==> src/rtl/pwr_seq_pkg.sv <==
package pwr_seq_pkg;
  localparam int NCH = 3;

  typedef enum logic [2:0] {
    ST_OFF    = 3'd0,
    ST_INIT   = 3'd1,
    ST_SEQ1   = 3'd2,
    ST_SEQ2   = 3'd3,
    ST_SEQ3   = 3'd4,
    ST_RUN    = 3'd5,
    ST_MANUAL = 3'd6,
    ST_FAULT  = 3'd7
  } seq_state_e;
endpackage

==> src/rtl/pwr_sync.sv <==
module pwr_sync #(
  parameter int W = 1
) (
  input  logic         clk,
  input  logic         rst,
  input  logic [W-1:0] d_i,
  output logic [W-1:0] q_o
);
  logic [W-1:0] meta_q;
  logic [W-1:0] sync_q;

  always_ff @(posedge clk) begin
    if (rst) begin
      meta_q <= '0;
      sync_q <= '0;
    end else begin
      meta_q <= d_i;
      sync_q <= meta_q;
    end
  end

  assign q_o = sync_q;
endmodule

==> src/rtl/pwr_timer.sv <==
module pwr_timer #(
  parameter int LIMIT = 16
) (
  input  logic clk,
  input  logic rst,
  input  logic run_i,
  output logic done_o
);
  localparam int CW = $clog2(LIMIT + 1);
  localparam logic [CW-1:0] LIM = CW'(LIMIT);

  logic [CW-1:0] cnt_q;

  always_ff @(posedge clk) begin
    if (rst || !run_i) begin
      cnt_q <= '0;
    end else if (cnt_q != LIM) begin
      cnt_q <= cnt_q + 1'b1;
    end
  end

  assign done_o = (cnt_q == LIM);


  cnt_range_chk: assert property (@(posedge clk) disable iff (rst)
    cnt_q <= LIM);
endmodule

==> src/rtl/pwr_seq_ctrl.sv <==
module pwr_seq_ctrl
  import pwr_seq_pkg::*;
#(
  parameter int RST_CYC  = 2000,
  parameter int INIT_CYC = 1000
) (
  input  logic           clk,
  input  logic           rst,
  input  logic           pwr_on_i,
  input  logic [NCH-1:0] chan_en_i,
  input  logic [NCH-1:0] pgood_i,
  input  logic           ovt_fault_i,
  input  logic           uv_fault_i,
  output logic [NCH-1:0] rail_en_o,
  output logic           aon_en_o,
  output logic           aux_en_o,
  output logic           rst_n_o
);
  localparam int SW = NCH + 2;
  localparam logic [NCH-1:0] ONE = NCH'(1);

  logic [SW-1:0]  sync_q;
  logic [NCH-1:0] pgood_s;
  logic           gfault_s;
  seq_state_e     state_q, state_d, start_st;
  logic [NCH-1:0] mask_q, mask_d, rail_en_q, rail_d;
  logic [1:0]     cur_idx;
  logic           pwr_on_q, rise;
  logic           init_done, rst_done, reg_ok, rel_d;
  logic           aon_q, aux_q, rst_n_q;

  pwr_sync #(.W(SW)) u_sync (
    .clk (clk),
    .rst (rst),
    .d_i ({ovt_fault_i, uv_fault_i, pgood_i}),
    .q_o (sync_q)
  );

  assign pgood_s  = sync_q[NCH-1:0];
  assign gfault_s = |sync_q[SW-1:NCH];

  pwr_timer #(.LIMIT(INIT_CYC)) u_init_tmr (
    .clk    (clk),
    .rst    (rst),
    .run_i  (state_q == ST_INIT),
    .done_o (init_done)
  );

  pwr_timer #(.LIMIT(RST_CYC)) u_rst_tmr (
    .clk    (clk),
    .rst    (rst),
    .run_i  (reg_ok),
    .done_o (rst_done)
  );

  function automatic seq_state_e stage_of(input logic [1:0] k);
    case (k)
      2'd0:    return ST_SEQ1;
      2'd1:    return ST_SEQ2;
      default: return ST_SEQ3;
    endcase
  endfunction

  function automatic logic [1:0] idx_of(input seq_state_e s);
    case (s)
      ST_SEQ1: return 2'd0;
      ST_SEQ2: return 2'd1;
      default: return 2'd2;
    endcase
  endfunction

  // lowest enabled channel at or above 'from', else the run phase
  function automatic seq_state_e pick_stage(input logic [NCH-1:0] en, input int from);
    seq_state_e r;
    r = ST_RUN;
    for (int j = NCH - 1; j >= 0; j--) begin
      if (j >= from && en[j]) r = stage_of(2'(j));
    end
    return r;
  endfunction

  assign rise    = pwr_on_i & ~pwr_on_q;
  assign cur_idx = idx_of(state_q);

  always_comb begin
    start_st = (|chan_en_i) ? pick_stage(chan_en_i, 0) : ST_INIT;
    state_d  = state_q;
    case (state_q)
      ST_OFF:   if (rise) state_d = gfault_s ? ST_FAULT : start_st;
      ST_INIT:  if (init_done) state_d = ST_MANUAL;
      ST_SEQ1, ST_SEQ2, ST_SEQ3: begin
        if (!chan_en_i[cur_idx] || pgood_s[cur_idx])
          state_d = pick_stage(chan_en_i, int'(cur_idx) + 1);
      end
      ST_FAULT: if (!gfault_s) state_d = start_st;
      default:  state_d = state_q;
    endcase
    if (state_q != ST_OFF) begin
      if (!pwr_on_i)     state_d = ST_OFF;
      else if (gfault_s) state_d = ST_FAULT;
    end
  end

  always_comb begin
    case (state_d)
      ST_SEQ1, ST_SEQ2, ST_SEQ3: mask_d = mask_q | (ONE << idx_of(state_d));
      ST_RUN:                    mask_d = mask_q;
      default:                   mask_d = '0;
    endcase
    rail_d = (state_d == ST_MANUAL) ? chan_en_i : mask_d;
  end

  assign reg_ok = ((state_q == ST_RUN) || (state_q == ST_MANUAL)) &&
                  (&(pgood_s | ~rail_en_q));
  assign rel_d  = ((state_d == ST_RUN) || (state_d == ST_MANUAL)) && reg_ok && rst_done;

  always_ff @(posedge clk) begin
    if (rst) begin
      state_q   <= ST_OFF;
      mask_q    <= '0;
      rail_en_q <= '0;
      pwr_on_q  <= 1'b0;
      aon_q     <= 1'b1;
      aux_q     <= 1'b0;
      rst_n_q   <= 1'b0;
    end else begin
      state_q   <= state_d;
      mask_q    <= mask_d;
      rail_en_q <= rail_d;
      pwr_on_q  <= pwr_on_i;
      aon_q     <= ~gfault_s;
      aux_q     <= (state_d != ST_OFF) && (state_d != ST_FAULT);
      rst_n_q   <= rel_d;
    end
  end

  assign rail_en_o = rail_en_q;
  assign aon_en_o  = aon_q;
  assign aux_en_o  = aux_q;
  assign rst_n_o   = rst_n_q;


  one_start_chk: assert property (@(posedge clk) disable iff (rst)
    (state_q != ST_MANUAL) |-> $onehot0(rail_en_o & ~$past(rail_en_o)));


  reg_loss_chk: assert property (@(posedge clk) disable iff (rst)
    (|(rail_en_o & ~pgood_s)) |=> !rst_n_o);


  rails_hold_chk: assert property (@(posedge clk) disable iff (rst)
    (state_q == ST_RUN && pwr_on_i && !gfault_s) |=> (rail_en_o == $past(rail_en_o)));


  gfault_off_chk: assert property (@(posedge clk) disable iff (rst)
    gfault_s |=> (rail_en_o == '0 && !aon_en_o && !aux_en_o && !rst_n_o));


  pwr_drop_chk: assert property (@(posedge clk) disable iff (rst)
    !pwr_on_i |=> (rail_en_o == '0));
endmodule

==> config.mk <==
export PLATFORM = sky130hd
export DESIGN_NAME = pwr_seq_ctrl
export DESIGN_NICKNAME = d
export VERILOG_FILES = /design/src/rtl/pwr_seq_pkg.sv /design/src/rtl/pwr_sync.sv /design/src/rtl/pwr_timer.sv /design/src/rtl/pwr_seq_ctrl.sv
export SDC_FILE = /design/constraint.sdc
export NUM_CORES = 1
export LEC_CHECK = 0
export BUFFER_PORTS_ARGS = -buffer_cell sky130_fd_sc_hd__buf_2
export CAP_MARGIN = 40
export CORE_MARGIN = 8
export CORE_UTILIZATION = 52
export DETAILED_ROUTE_END_ITERATION = 12
export PLACE_DENSITY = 0.78
export SETUP_SLACK_MARGIN = 0.2
export SYNTH_ARGS = -nofsm -noshare
export SYNTH_HDL_FRONTEND = slang
export SYNTH_SLANG_ARGS = --single-unit
==> constraint.sdc <==
create_clock -name clk -period 3.3 [get_ports clk]
set_input_delay 0.33 -clock clk [delete_from_list [all_inputs] [get_ports clk]]
set_output_delay 0.33 -clock clk [all_outputs]
set_load 0.005 [all_outputs]
* Word level (Yosys, flattened, before mapping)
Cells that the tools add are included.
** Word-level totals
- Register bits :: 44
- Latch bits :: 0
- Bits in writable memories :: 0
- Bits in read-only memories :: 0
- Bits of input ports :: 11
- Output and inout bits :: 6
- Logic and storage cells :: 90
- Memories kept :: 0
** Operators by class
- $add $sub $neg :: 3
- Multiply operators :: 0
- Div/mod/pow operators :: 0
- $lt $le $gt $ge :: 4
- Equality and inequality tests :: 17
- Shifts and indexed selects :: 1
- Multiplexer cells :: 25
- Bitwise gates (word level) :: 6
- Reduce and logical (&&, ||, !) cells :: 23
** Operators by type and width (count)
- $mux W3 :: 14
- $eq A3 B3 Y1 const B :: 7
- $eq A3 B2 Y1 const B :: 4
- $pmux W3 S4 :: 1
- $add A11 B1 Y11 const B :: 1
- $eq A11 B11 Y1 const B :: 1
- $ne A11 B11 Y1 const B :: 1
- $add A10 B1 Y10 const B :: 1
- $eq A10 B10 Y1 const B :: 1
- $ne A10 B10 Y1 const B :: 1
- $reduce_or A3 Y1 :: 3
- $pmux W2 S2 :: 2
- $logic_and A1 B1 Y1 :: 7
- $ge A1 B3 Y1 const A :: 2
- $or A3 B3 Y3 :: 2
- $pmux W3 S2 :: 1
- $reduce_bool A3 Y1 :: 2
- $logic_or A1 B1 Y1 :: 5
- $bmux W1 S2 :: 2
- $mux W1 :: 4
- $add A2 B1 Y3 const B :: 1
- $eq A3 B1 Y1 const B :: 1
- $ge A2 B3 Y1 const A :: 1
- $logic_not A1 Y1 :: 3
- other kinds (10) :: 11

* Logic depth before layout (Yosys ltp)
Gate-level depths: netlist of run 1.
- Depth in word-level cells :: 20
- Gate-level depth with buffers :: 10
- Mapped depth without buffers :: 8

* Cells and area by module
Synthesis of run 1 repeated with hierarchy kept, for this count alone.
** Second synthesis, totals
- Cell total of the unflattened synthesis :: 246
- Area total of the unflattened synthesis :: 2193.4 sq um
** By module, submodules not included
- pwr_seq_ctrl :: times used 1, cells an instance 107, area each 869.6 sq um, sequential area each 260.2 sq um
- pwr_timer at u_rst_tmr :: times used 1, cells an instance 62, area each 554.3 sq um, sequential area each 220.2 sq um
- pwr_timer at u_init_tmr :: times used 1, cells an instance 57, area each 506.7 sq um, sequential area each 200.2 sq um
- pwr_sync :: times used 1, cells an instance 20, area each 262.8 sq um, sequential area each 200.2 sq um

* Least setup slack after synthesis of run 1
Ideal clock, no wire load.
- Path type :: register -> register
- Start point :: register u_init_tmr.cnt_q[0]
- End point :: register rail_en_q[1] (netlist: rail_en_o[1])
- Library setup time :: 0.127 ns
- Data arrival time :: 1.866 ns
- Required time :: 3.173 ns
- Setup slack :: 1.307 ns
- Stages on the path, launching flop included :: 11
- Period minus slack after synthesis :: 1.993 ns
- Cell sequence :: dfxtp_1 -> inv_1 -> ha_1 -> and2_1 -> and3_4 -> buf_6 -> o31ai_4 -> and3_1 -> buf_4 -> nor3_1 -> or3b_1
** On the way
- Cells in the longest elaborated chain, start to end :: 13
- Elaborated cells between the ends (all ways) :: 18
** RTL lines
- start: declaration :: RTL line pwr_timer.sv:12 : logic [CW-1:0] cnt_q;
- start signal: assignment :: RTL line pwr_timer.sv:18 : cnt_q <= cnt_q + 1'b1;
- $eq A10 B10 Y1 (*) :: RTL line pwr_timer.sv:22 : assign done_o = (cnt_q == LIM);
- $mux W3 (*) :: RTL line pwr_seq_ctrl.sv:90 : ST_INIT: if (init_done) state_d = ST_MANUAL;
- $pmux W3 S4 (*) :: RTL line pwr_seq_ctrl.sv:88 : case (state_q)
- $mux W3 :: RTL line pwr_seq_ctrl.sv:100 : else if (gfault_s) state_d = ST_FAULT;
- $mux W3 :: RTL line pwr_seq_ctrl.sv:99 : if (!pwr_on_i) state_d = ST_OFF;
- $mux W3 (*) :: RTL line pwr_seq_ctrl.sv:98 : if (state_q != ST_OFF) begin
- $eq A3 B2 Y1 :: RTL line pwr_seq_ctrl.sv:65, pwr_seq_ctrl.sv:105
- $pmux W2 S2 :: RTL line pwr_seq_ctrl.sv:65 : case (s)
- $mux W2 :: RTL line pwr_seq_ctrl.sv:105 : case (state_d)
- $shl A1 B2 Y3 :: RTL line pwr_seq_ctrl.sv:106 : ST_SEQ1, ST_SEQ2, ST_SEQ3: mask_d = mask_q | (ONE << idx_of(state_d));
- $or A3 B3 Y3 :: RTL line pwr_seq_ctrl.sv:106
- $pmux W3 S2 :: RTL line pwr_seq_ctrl.sv:105
- $mux W3 (*) :: RTL line pwr_seq_ctrl.sv:110 : rail_d = (state_d == ST_MANUAL) ? chan_en_i : mask_d;
- end signal: assignment :: RTL line pwr_seq_ctrl.sv:129 : rail_en_q <= rail_d;
- end: declaration :: RTL line pwr_seq_ctrl.sv:26 : logic [NCH-1:0] mask_q, mask_d, rail_en_q, rail_d;
Every way passes the cells marked *; elsewhere a longest branch is shown, timed or not. The select of a mux whose other input is x is not followed.
A chain may end at the register's enable or synchronous reset.

* Worst setup path after layout of run 1
- Start point :: register state_q[2]
- End point :: register rail_en_q[1] (netlist: rail_en_o[1])
** On the way
- Cells in the longest elaborated chain, start to end :: 20
- Elaborated cells between the ends (all ways) :: 45
** RTL lines
- start: declaration :: RTL line pwr_seq_ctrl.sv:25 : seq_state_e state_q, state_d, start_st;
- start signal: assignment :: RTL line pwr_seq_ctrl.sv:127 : state_q <= state_d;
- $eq A3 B2 Y1
- $pmux W2 S2 :: RTL line pwr_seq_ctrl.sv:65
- $add A2 B1 Y3 :: RTL line pwr_seq_ctrl.sv:93 : state_d = pick_stage(chan_en_i, int'(cur_idx) + 1);
- $ge A2 B3 Y1 :: RTL line pwr_seq_ctrl.sv:77 : if (j >= from && en[j]) r = stage_of(2'(j));
- $logic_and A1 B1 Y1 :: RTL line pwr_seq_ctrl.sv:77
- $mux W1 :: RTL line pwr_seq_ctrl.sv:77
- $mux W3 (2 in series) :: RTL line pwr_seq_ctrl.sv:77
- $mux W3 :: RTL line pwr_seq_ctrl.sv:92 : if (!chan_en_i[cur_idx] || pgood_s[cur_idx])
- [... 3 more ...]
- $mux W3 (*) :: RTL line pwr_seq_ctrl.sv:98
- $eq A3 B2 Y1 :: RTL line pwr_seq_ctrl.sv:65, pwr_seq_ctrl.sv:105
- $pmux W2 S2 :: RTL line pwr_seq_ctrl.sv:65
- $mux W2 :: RTL line pwr_seq_ctrl.sv:105
- $shl A1 B2 Y3 :: RTL line pwr_seq_ctrl.sv:106
- $or A3 B3 Y3 :: RTL line pwr_seq_ctrl.sv:106
- $pmux W3 S2 :: RTL line pwr_seq_ctrl.sv:105
- $mux W3 (*) :: RTL line pwr_seq_ctrl.sv:110
Marks and branches as above.

==> results_dict.tcl, run 1 <==
set metrics [dict create \
    antenna_found_initial 0 \
    yosysSeqAreaShare_pct 41.8 \
    num_antenna_cells 0 \
    cts_tree "done" \
    peakVddDrop_uv 461 \
    port_buffers 16 \
    post-route-util_pct 58.7 \
    cp.arrival_ns 2.51 \
    p_sw_share_pct 32.8 \
    finalNetCount 262 \
    final.period_utilization_pct 70.3 \
    rrSetupSlack_ns 0.98 \
    setup_tns_ns 0 \
    coreArea_sq_um 3940 \
    layout_min_cycle_time_ns 2.32 \
    synth_ff_type "dfxtp_1" \
    synth_edf_count 0 \
    drtAntennaViolNets 0 \
    synth_top_area_share_pct 41.8 \
    net-switching-power_mw 0.487 \
    worst_path_largest_cell_delay_ns 0.64 \
    r2r_start "state_q[2]$_SDFF_PP0_" \
    syn-cell-area_sq_um 2110 \
    htree_levels 2 \
    start_util_pct 53.5 \
    start_kind "register" \
    syn_area_per_cell_sq_um 9.05 \
    ios 17 \
    dr.pass1.iters 4 \
    cts_root_buf "clkbuf_8" \
    path_cells "nor2b_1, a32o_1, o221ai_1, o311a_1, a2111oi_0, or3b_1" \
    dpl.hpwl_um 2880 \
    syn_inst 233 \
    synth_warnings 0 \
    fmax_ghz 0.431 \
    post_cts_buffers 0 \
    drc 0 \
    rsz0062_at_grt "no" \
    die_y_um 79.7 \
    wl_per_cell_um 13.6 \
    drv_slew 0 \
    skew_ns 0.00695 \
    grt_pass1_wl_um 7000 \
    crit_slowest_cell "dfxtp_1" \
    slew_headroom_pct 66.6 \
    reg2reg_to "rail_en_o[1]$_SDFF_PP0_" \
    worstHoldPathType "input pin to register" \
    synth_top_cell_by_area "dfxtp_1" \
    hold_viol 0 \
    first_global_vias 1555 \
    track_usage_pct 13.8 \
    clk_pin_slew_worst_paths_ns 0.09 \
    outcome "finished, final reports clean" \
    synth-seq-cells 44 \
    clk_latency_ns 0.30 \
    area_delta_synth_final_pct 9.73 \
    numCtsBuffers 5 \
    dieArea_sq_um 6350 \
    synth_nets 248 \
    setup_viol 0 \
    vias_per_cell 5.49 \
    min_to "u_sync.meta_q[2]$_SDFF_PP0_" \
    num_vias 1637 \
    drt_iter0_drc 70 \
    p_seq_share_pct 42.6 \
    drv_cap 0 \
    crit_type "register to register" \
    holdBufCountCts 0 \
    crit_path_end_kind "register" \
    hold-path-cell-count 2 \
    p_clk_share_pct 29.4 \
    synth_area_leaders "dfxtp_1, nor2_1, nor2b_1" \
    p_comb_share_pct 28.0 \
    clock-sinks 44 \
    p_int_mw 0.998 \
    wirelength_um 4040 \
    die_w_um 79.7 \
    leakage_nw 0.825 \
    required_ns 3.49 \
    reg2regPathDepth 6 \
    mostFrequentLayoutCell "dfxtp_1" \
    rows 23 \
    cts_max_path_buffers 2 \
    grt_max_degree 17 \
    ys_types 57 \
    most-common-layout-cells "dfxtp_1, nor2_1, buf_2" \
    async_flop_share_pct 0 \
    worst_pin_slew_ns 0.500 \
    cp_max_fo 12 \
    drive_above_1_share_pct 15.3 \
    overflow 0 \
    p_per_area_nw_per_um2 642 \
    cts_resized 0 \
    hold_start "pgood_i[2]" \
    place_congestion 0.950 \
]
critical path: cells and delay by family (launching register included):
family / cells / cell delay, ns
AOI/OAI and AO/OA: 4 / 1.05
DFF: 1 / 0.64
and+or+nand+nor: 2 / 0.52
Yosys cell counts, drive strengths merged (2+ instances only):
library cell	count
or2	5
nand4	4
xnor2	8
nor2b	13
inv	12
o2111ai	2
nor3	6
nand2b	3
or4	2
o21ai	11
buf	7
ha	4
a21oi	10
and3	8
nor2	26
nor4b	2
o32ai	2
nor4	4
nand3	11
nand2	12
dfxtp	44
nand3b	2
clkbuf	3
xor2	9
or3	2
nand4b	2
area by class of cell:
cell class / instances / area, sq um
flip-flops and latches: 44 / 881
well taps: 50 / 62.6
repair buffers: 17 / 87.6
fillers: 341 / 1630
clock inverters: 2 / 38.8
inverters: 12 / 45.0
clock buffers: 6 / 82.6
multi-input cells: 167 / 1120
power by group through the flow:
| stage | Combinational, mW | Clock, mW | Sequential, mW |
|---|---|---|---|
| 3_5_place_dp | 0.410 | 0 | 0.644 |
| 6_report | 0.415 | 0.437 | 0.632 |
| 3_3_place_gp | 0.408 | 0 | 0.643 |
| 5_1_grt | 0.468 | 0.469 | 0.641 |
| 4_1_cts | 0.414 | 0.450 | 0.632 |
| 2_1_floorplan | 0.379 | 0 | 0.612 |
registers in the layout (all words and copies together), names as in the netlist:
signal and cells:
aon_en_o 1, aux_en_o 1, mask_q 3, pwr_on_q 1
rail_en_o 3, rst_n_o 1, state_q 3, u_init_tmr.cnt_q 10
u_rst_tmr.cnt_q 11, u_sync.meta_q 5, u_sync.q_o 5
metal layers:
layer / part of all wire (%) / global-route usage [%] / vias up
li1: - / - / 838
met1: 47 / 17.1 / 759
met2: 47 / 21.5 / 33
met3: 3.6 / 3.38 / 7
met4: 2.1 / 7.04 / 0
met5: 0 / 0 / -
stage by stage:
stage / instances / instance area (sq um) / setup slack [ns] / hold slack (ns) / power (mW)
6_report: 298 / 2310 / 0.980 / 0.233 / 1.48
2_1_floorplan: 233 / 2110 / 1.31 / 0.402 / 0.991
4_1_cts: 298 / 2310 / 0.992 / 0.225 / 1.50
5_1_grt: 298 / 2310 / 0.782 / 0.246 / 1.58
3_5_place_dp: 290 / 2190 / 0.993 / 0.429 / 1.05
3_3_place_gp: 290 / 2190 / 1.07 / 0.421 / 1.05
logic make-up (layout without fill, tap and decap cells):
group / Yosys count / count (layout) / synth area share (%)
XOR/XNOR: 17 / 17 / 7.42
multiplexers: 2 / 2 / 1.01
flip-flops: 44 / 44 / 41.8
AND/OR/NAND/NOR: 107 / 107 / 29.6
AO/OA/AOI/OAI: 37 / 37 / 12.5
adder cells (fa/ha/maj): 4 / 4 / 2.37
buffers and inverters: 22 / 37 / 5.28
how the worst max path moves through the flow:
stage,start,endpoint,slack (ns),cells past startpoint
after floorplan,u_init_tmr.cnt_q[0]$_SDFFE_PP0N_,rail_en_o[1]$_SDFF_PP0_,1.31,10
after global placement,state_q[2]$_SDFF_PP0_,rail_en_o[1]$_SDFF_PP0_,1.07,6
after detailed placement,state_q[2]$_SDFF_PP0_,rail_en_o[1]$_SDFF_PP0_,0.99,6
after CTS,state_q[2]$_SDFF_PP0_,rail_en_o[1]$_SDFF_PP0_,0.99,6
after global routing,state_q[2]$_SDFF_PP0_,rail_en_o[1]$_SDFF_PP0_,0.78,6
final,state_q[2]$_SDFF_PP0_,rail_en_o[1]$_SDFF_PP0_,0.98,6
No activity file was read; power rests on OpenSTA's default activity.
==> run 2: changes to the inputs <==
==> constraint.sdc (replaced) <==
create_clock -name clk -period 2.25 [get_ports clk]
set_input_delay 0.225 -clock clk [delete_from_list [all_inputs] [get_ports clk]]
set_output_delay 0.225 -clock clk [all_outputs]
set_load 0.005 [all_outputs]
==> run 2 against run 1 <==
Die area unchanged; critical path type unchanged; first-iteration DRC count rose by 43%; utilization is 1.5 points higher; global-route usage is 0.28 points lower.
==> results_dict.tcl, run 2 (synthesized netlist as in run 1, its figures left out) <==
set metrics [dict create \
    drv_cap 0 \
    drc 0 \
    clock-sinks 44 \
    dpl.hpwl_um 2890 \
    antenna_found_initial 0 \
    regMostFlops "u_rst_tmr.cnt_q" \
    cts_max_path_buffers 2 \
    coreArea_sq_um 3940 \
    skew_ns 0.00866 \
    grt_pass1_wl_um 6840 \
    path_cells "inv_2, ha_1, and2_4, nand2_4, nor4_2, o311a_1, buf_6, or4_4, o21ai_1" \
    top_regs "u_rst_tmr.cnt_q (11), u_init_tmr.cnt_q (10)" \
    wl_per_cell_um 13.6 \
    overflow 0 \
    clk_latency_ns 0.29 \
    finalNetCount 268 \
    first_global_vias 1573 \
    p_sw_share_pct 33.8 \
    vias_per_cell 5.45 \
    place_congestion 0.873 \
    cts_tree "done" \
    crit_cells 9 \
    crit_type "register to register" \
    numCtsBuffers 5 \
    cp.arrival_ns 2.22 \
    crit_slowest_cell "o311a_1" \
    net-switching-power_mw 0.724 \
    peakVddDrop_uv 575 \
    path_delay_family "simple AND/OR/NAND/NOR gates" \
    die_w_um 79.7 \
    setup_viol 0 \
    drive_above_1_share_pct 21.7 \
    worst_slack_ns 0.256 \
    ios 17 \
    fill_cells 337 \
    htree_levels 2 \
    seq_area_sq_um 890 \
    mostFrequentLayoutCell "dfxtp_1" \
    port_buffers 16 \
    slew_headroom_pct 69.9 \
    setup_tns_ns 0 \
    worstHoldPathType "input pin to register" \
    cp_max_fo 5 \
    grt_max_degree 17 \
    worst_pin_slew_ns 0.447 \
    largest_reg_flops 11 \
    clk_pin_slew_worst_paths_ns 0.08 \
    most-common-layout-cells "dfxtp_1, nor2_1, buf_2" \
    hold-path-cell-count 2 \
    outcome "finished, final reports clean" \
    p_per_area_nw_per_um2 903 \
    p_seq_share_pct 43.8 \
    dr.pass1.iters 4 \
    hold_viol 0 \
    fmax_ghz 0.501 \
    reg2regPathDepth 9 \
    start_kind "register" \
    p_int_mw 1.42 \
    multi_input_area_sq_um 1150 \
    rows 23 \
    pre_cts_slack_ns 0.129 \
    worst-path-buf-inv 2 \
    hold_ws_ns 0.140 \
    p_comb_share_pct 32.4 \
    final.period_utilization_pct 88.6 \
    drtAntennaViolNets 0 \
    p_clk_share_pct 23.8 \
    area_delta_synth_final_pct 12.5 \
    start_util_pct 53.5 \
    crit_path_end_kind "register" \
    required_ns 2.48 \
    drv_slew 0 \
    track_usage_pct 13.5 \
    num_vias 1657 \
    drt_iter0_drc 100 \
    leakage_nw 0.863 \
    die_y_um 79.7 \
    rsz0062_at_grt "yes" \
    num_antenna_cells 0 \
    wirelength_um 4140 \
    cts_root_buf "clkbuf_8" \
    worst_path_largest_cell_delay_ns 0.40 \
    layout_min_cycle_time_ns 1.99 \
    dieArea_sq_um 6350 \
]
-- run 2: timing repair --
item,in CTS,in global routing
cloned,0,1
buffers inserted,1,2
gates resized for setup,4,13
pin swaps,1,2
hold buffers,0,0
hold endpoints to repair,0,0
endpoints found under the setup margin,8,7
-- run 2: per-stage QoR --
step	instances	util, %	total power [mW]	cell area [sq um]
after floorplan	233	-	1.45	2110
after global placement	292	56.0	1.56	2210
after detailed placement	292	56.0	1.56	2210
after CTS	301	58.7	2.11	2310
after global routing	304	60.1	2.28	2370
final	304	60.1	2.14	2370
-- run 2: power by group through the flow --
stage / Clock, mW / Combinational, mW / Sequential (mW)
2_1_floorplan: 0 / 0.555 / 0.898
3_3_place_gp: 0 / 0.612 / 0.945
3_5_place_dp: 0 / 0.617 / 0.945
4_1_cts: 0.530 / 0.645 / 0.930
5_1_grt: 0.566 / 0.762 / 0.950
6_report: 0.509 / 0.694 / 0.939
-- run 2: path summary, 6_finish.rpt --
| kind | startpoint | to | slack [ns] |
|---|---|---|---|
| max | u_init_tmr.cnt_q[0]$_SDFFE_PP0N_ | mask_q[1]$_SDFF_PP0_ | 0.26 |
| min | pgood_i[2] | u_sync.meta_q[2]$_SDFF_PP0_ | 0.14 |
| max reg2reg | u_init_tmr.cnt_q[0]$_SDFFE_PP0N_ | mask_q[1]$_SDFF_PP0_ | 0.26 |
| min reg2reg | u_sync.meta_q[0]$_SDFF_PP0_ | u_sync.q_o[0]$_SDFF_PP0_ | 0.44 |
-- run 2: cell type report --
cell class,instances,share of cell area (%)
Tap cell,50,2.64
Timing Repair Buffer,23,5.65
Clock inverter,1,0.317
Sequential cell,44,37.5
Clock buffer,7,3.64
Multi-Input combinational cell,167,48.3
Inverter,12,1.90
-- run 2: worst reg2reg max path, cell delays in order (launching register included) --
cell	delay, ns
dfxtp_2	0.35
inv_2	0.05
ha_1	0.19
and2_4	0.18
nand2_4	0.08
nor4_2	0.05
o311a_1	0.40
buf_6	0.15
or4_4	0.40
o21ai_1	0.09
-- run 2: metal layers --
layer,routed length (um),part of all wire (%),GRT usage (%)
met2,1910,46,21.2
met5,0,0,0
met4,70,1.7,7.96
met1,1980,48,15.7
met3,171,4.1,4.28
==> run 3: changes to the inputs <==
==> constraint.sdc (replaced) <==
create_clock -name clk -period 2.25 [get_ports clk]
set_input_delay 0.45 -clock clk [delete_from_list [all_inputs] [get_ports clk]]
set_output_delay 0.45 -clock clk [all_outputs]
set_load 0.005 [all_outputs]
==> run 3 against run 2 <==
Fmax shrank 0.62%; via count increased by 0.42%; cell area grew 0.16%; critical path depth is the same; sequential share of layout area decreased by 0.059 points; utilization increased by 0.095 points; first-iteration DRC count shrank 34%; largest cell class unchanged; highest routed layer unchanged.
==> results_dict.tcl, run 3 (synthesized netlist as in run 1, its figures left out) <==
set metrics [dict create \
    outcome "finished, final reports clean" \
    clk_pin_slew_worst_paths_ns 0.08 \
    first_global_vias 1557 \
    cts_root_buf "clkbuf_8" \
    finalPower_mw 2.18 \
    rrSetupSlack_ns 0.24 \
    wl_per_cell_um 13.6 \
    cp.arrival_ns 2.18 \
    largest_reg_flops 11 \
    setup_viol 0 \
    place_congestion 0.878 \
    layout_min_cycle_time_ns 2.01 \
    start_util_pct 53.5 \
    drv_slew 0 \
    antenna_found_initial 0 \
    cts_tree "done" \
    seq_area_sq_um 890 \
    htree_levels 2 \
    crit_type "register to register" \
    finalNetCount 268 \
    slew_headroom_pct 70.5 \
    skew_ns 0.00574 \
    dieArea_sq_um 6350 \
    cts_max_path_buffers 2 \
    p_per_area_nw_per_um2 916 \
    final_cells 304 \
    drtAntennaViolNets 0 \
    crit_path_end_kind "register" \
    overflow 0 \
    setup_tns_ns 0 \
    port_buffers 16 \
    hold_viol 0 \
    dp_cells 292 \
    worst_path_largest_cell_delay_ns 0.41 \
    clk_latency_ns 0.30 \
    multi_input_area_sq_um 1150 \
    track_usage_pct 13.8 \
    grt_pass1_wl_um 7070 \
    dpl.hpwl_um 2880 \
    die_y_um 79.7 \
    worstHoldPathType "input pin to register" \
    crit_slowest_cell "o311a_1" \
    vias_per_cell 5.47 \
    worst_pin_slew_ns 0.438 \
    drive_above_1_share_pct 21.7 \
    mostFrequentLayoutCell "dfxtp_1" \
    num_antenna_cells 0 \
    dr.pass1.iters 4 \
    drt_iter0_drc 66 \
    ios 17 \
    numCtsBuffers 5 \
    regMostFlops "u_rst_tmr.cnt_q" \
    cp_max_fo 8 \
    area_delta_synth_final_pct 12.6 \
    required_ns 2.43 \
    grt_max_degree 17 \
    holdBufCountCts 0 \
    worst-path-buf-inv 2 \
    wirelength_um 4130 \
    fmax_ghz 0.498 \
    final.period_utilization_pct 89.2 \
    path_delay_family "simple AND/OR/NAND/NOR gates" \
    start_kind "register" \
    rsz0062_at_grt "yes" \
    clock-sinks 44 \
    fill_cells 331 \
    top_regs "u_rst_tmr.cnt_q (11), u_init_tmr.cnt_q (10)" \
    rows 23 \
    num_vias 1664 \
    drv_cap 0 \
    die_w_um 79.7 \
    path_cells "inv_2, ha_1, and2_4, nand2_2, nor4_1, o311a_1, buf_6, nand4b_1, or3b_1" \
    drc 0 \
    coreArea_sq_um 3940 \
    peakVddDrop_uv 584 \
    leakage_nw 0.850 \
    most-common-layout-cells "dfxtp_1, nor2_1, buf_2" \
]
-- run 3: repair_timing --
action | 4_1_cts | 5_1_grt
pin swaps | 1 | 3
buffers inserted | 0 | 4
gates resized for setup | 6 | 10
setup endpoints to repair | 7 | 7
-- run 3: final timing paths --
path | start | end | cells after the start
worst min register to register | u_sync.meta_q[0]$_SDFF_PP0_ | u_sync.q_o[0]$_SDFF_PP0_ | 1
worst min-delay path | pgood_i[2] | u_sync.meta_q[2]$_SDFF_PP0_ | 2
worst max-delay path | u_init_tmr.cnt_q[0]$_SDFFE_PP0N_ | rail_en_o[1]$_SDFF_PP0_ | 9
worst max register to register | u_init_tmr.cnt_q[0]$_SDFFE_PP0N_ | rail_en_o[1]$_SDFF_PP0_ | 9
-- run 3: routing by layer --
metal  GRT usage, %  wire length (um)  up-vias
met4           5.56                48        0
met3           4.62               173        5
met1           17.4              2000      773
li1               -                 -      853
met5              0                 0        -
met2           21.2              1910       33
-- run 3: cell type report --
cell class | instances | share of cell area, %
clock buffer | 7 | 3.64
timing repair buffer | 23 | 5.74
clock inverter | 1 | 0.316
sequential | 44 | 37.5
inverter | 12 | 1.90
tap | 50 | 2.63
multi-input combinational | 167 | 48.3
-- run 3: power by group --
| part | leakage (nW) | total (mW) | switching, mW | internal [mW] |
|---|---|---|---|---|
| clock | 0.0445 | 0.509 | 0.260 | 0.249 |
| combinational | 0.445 | 0.719 | 0.402 | 0.317 |
| sequential | 0.361 | 0.948 | 0.0882 | 0.859 |
| total | 0.850 | 2.18 | 0.750 | 1.43 |
-- run 3: worst register-to-register path, stage by stage (launching register included) --
cell	delay [ns]
dfxtp_2	0.35
inv_2	0.05
ha_1	0.18
and2_4	0.16
nand2_2	0.08
nor4_1	0.05
o311a_1	0.41
buf_6	0.16
nand4b_1	0.09
or3b_1	0.34
-- run 3: stage by stage --
step / hold slack [ns] / util, % / cell area, sq um / setup WS [ns]
detailed placement: 0.422 / 56.0 / 2210 / 0.104
global route: 0.369 / 60.2 / 2370 / 0.159
floorplan: 0.414 / - / 2110 / 0.257
finish: 0.363 / 60.2 / 2370 / 0.243
CTS: 0.351 / 58.6 / 2310 / 0.209
global placement: 0.420 / 56.0 / 2210 / 0.0996
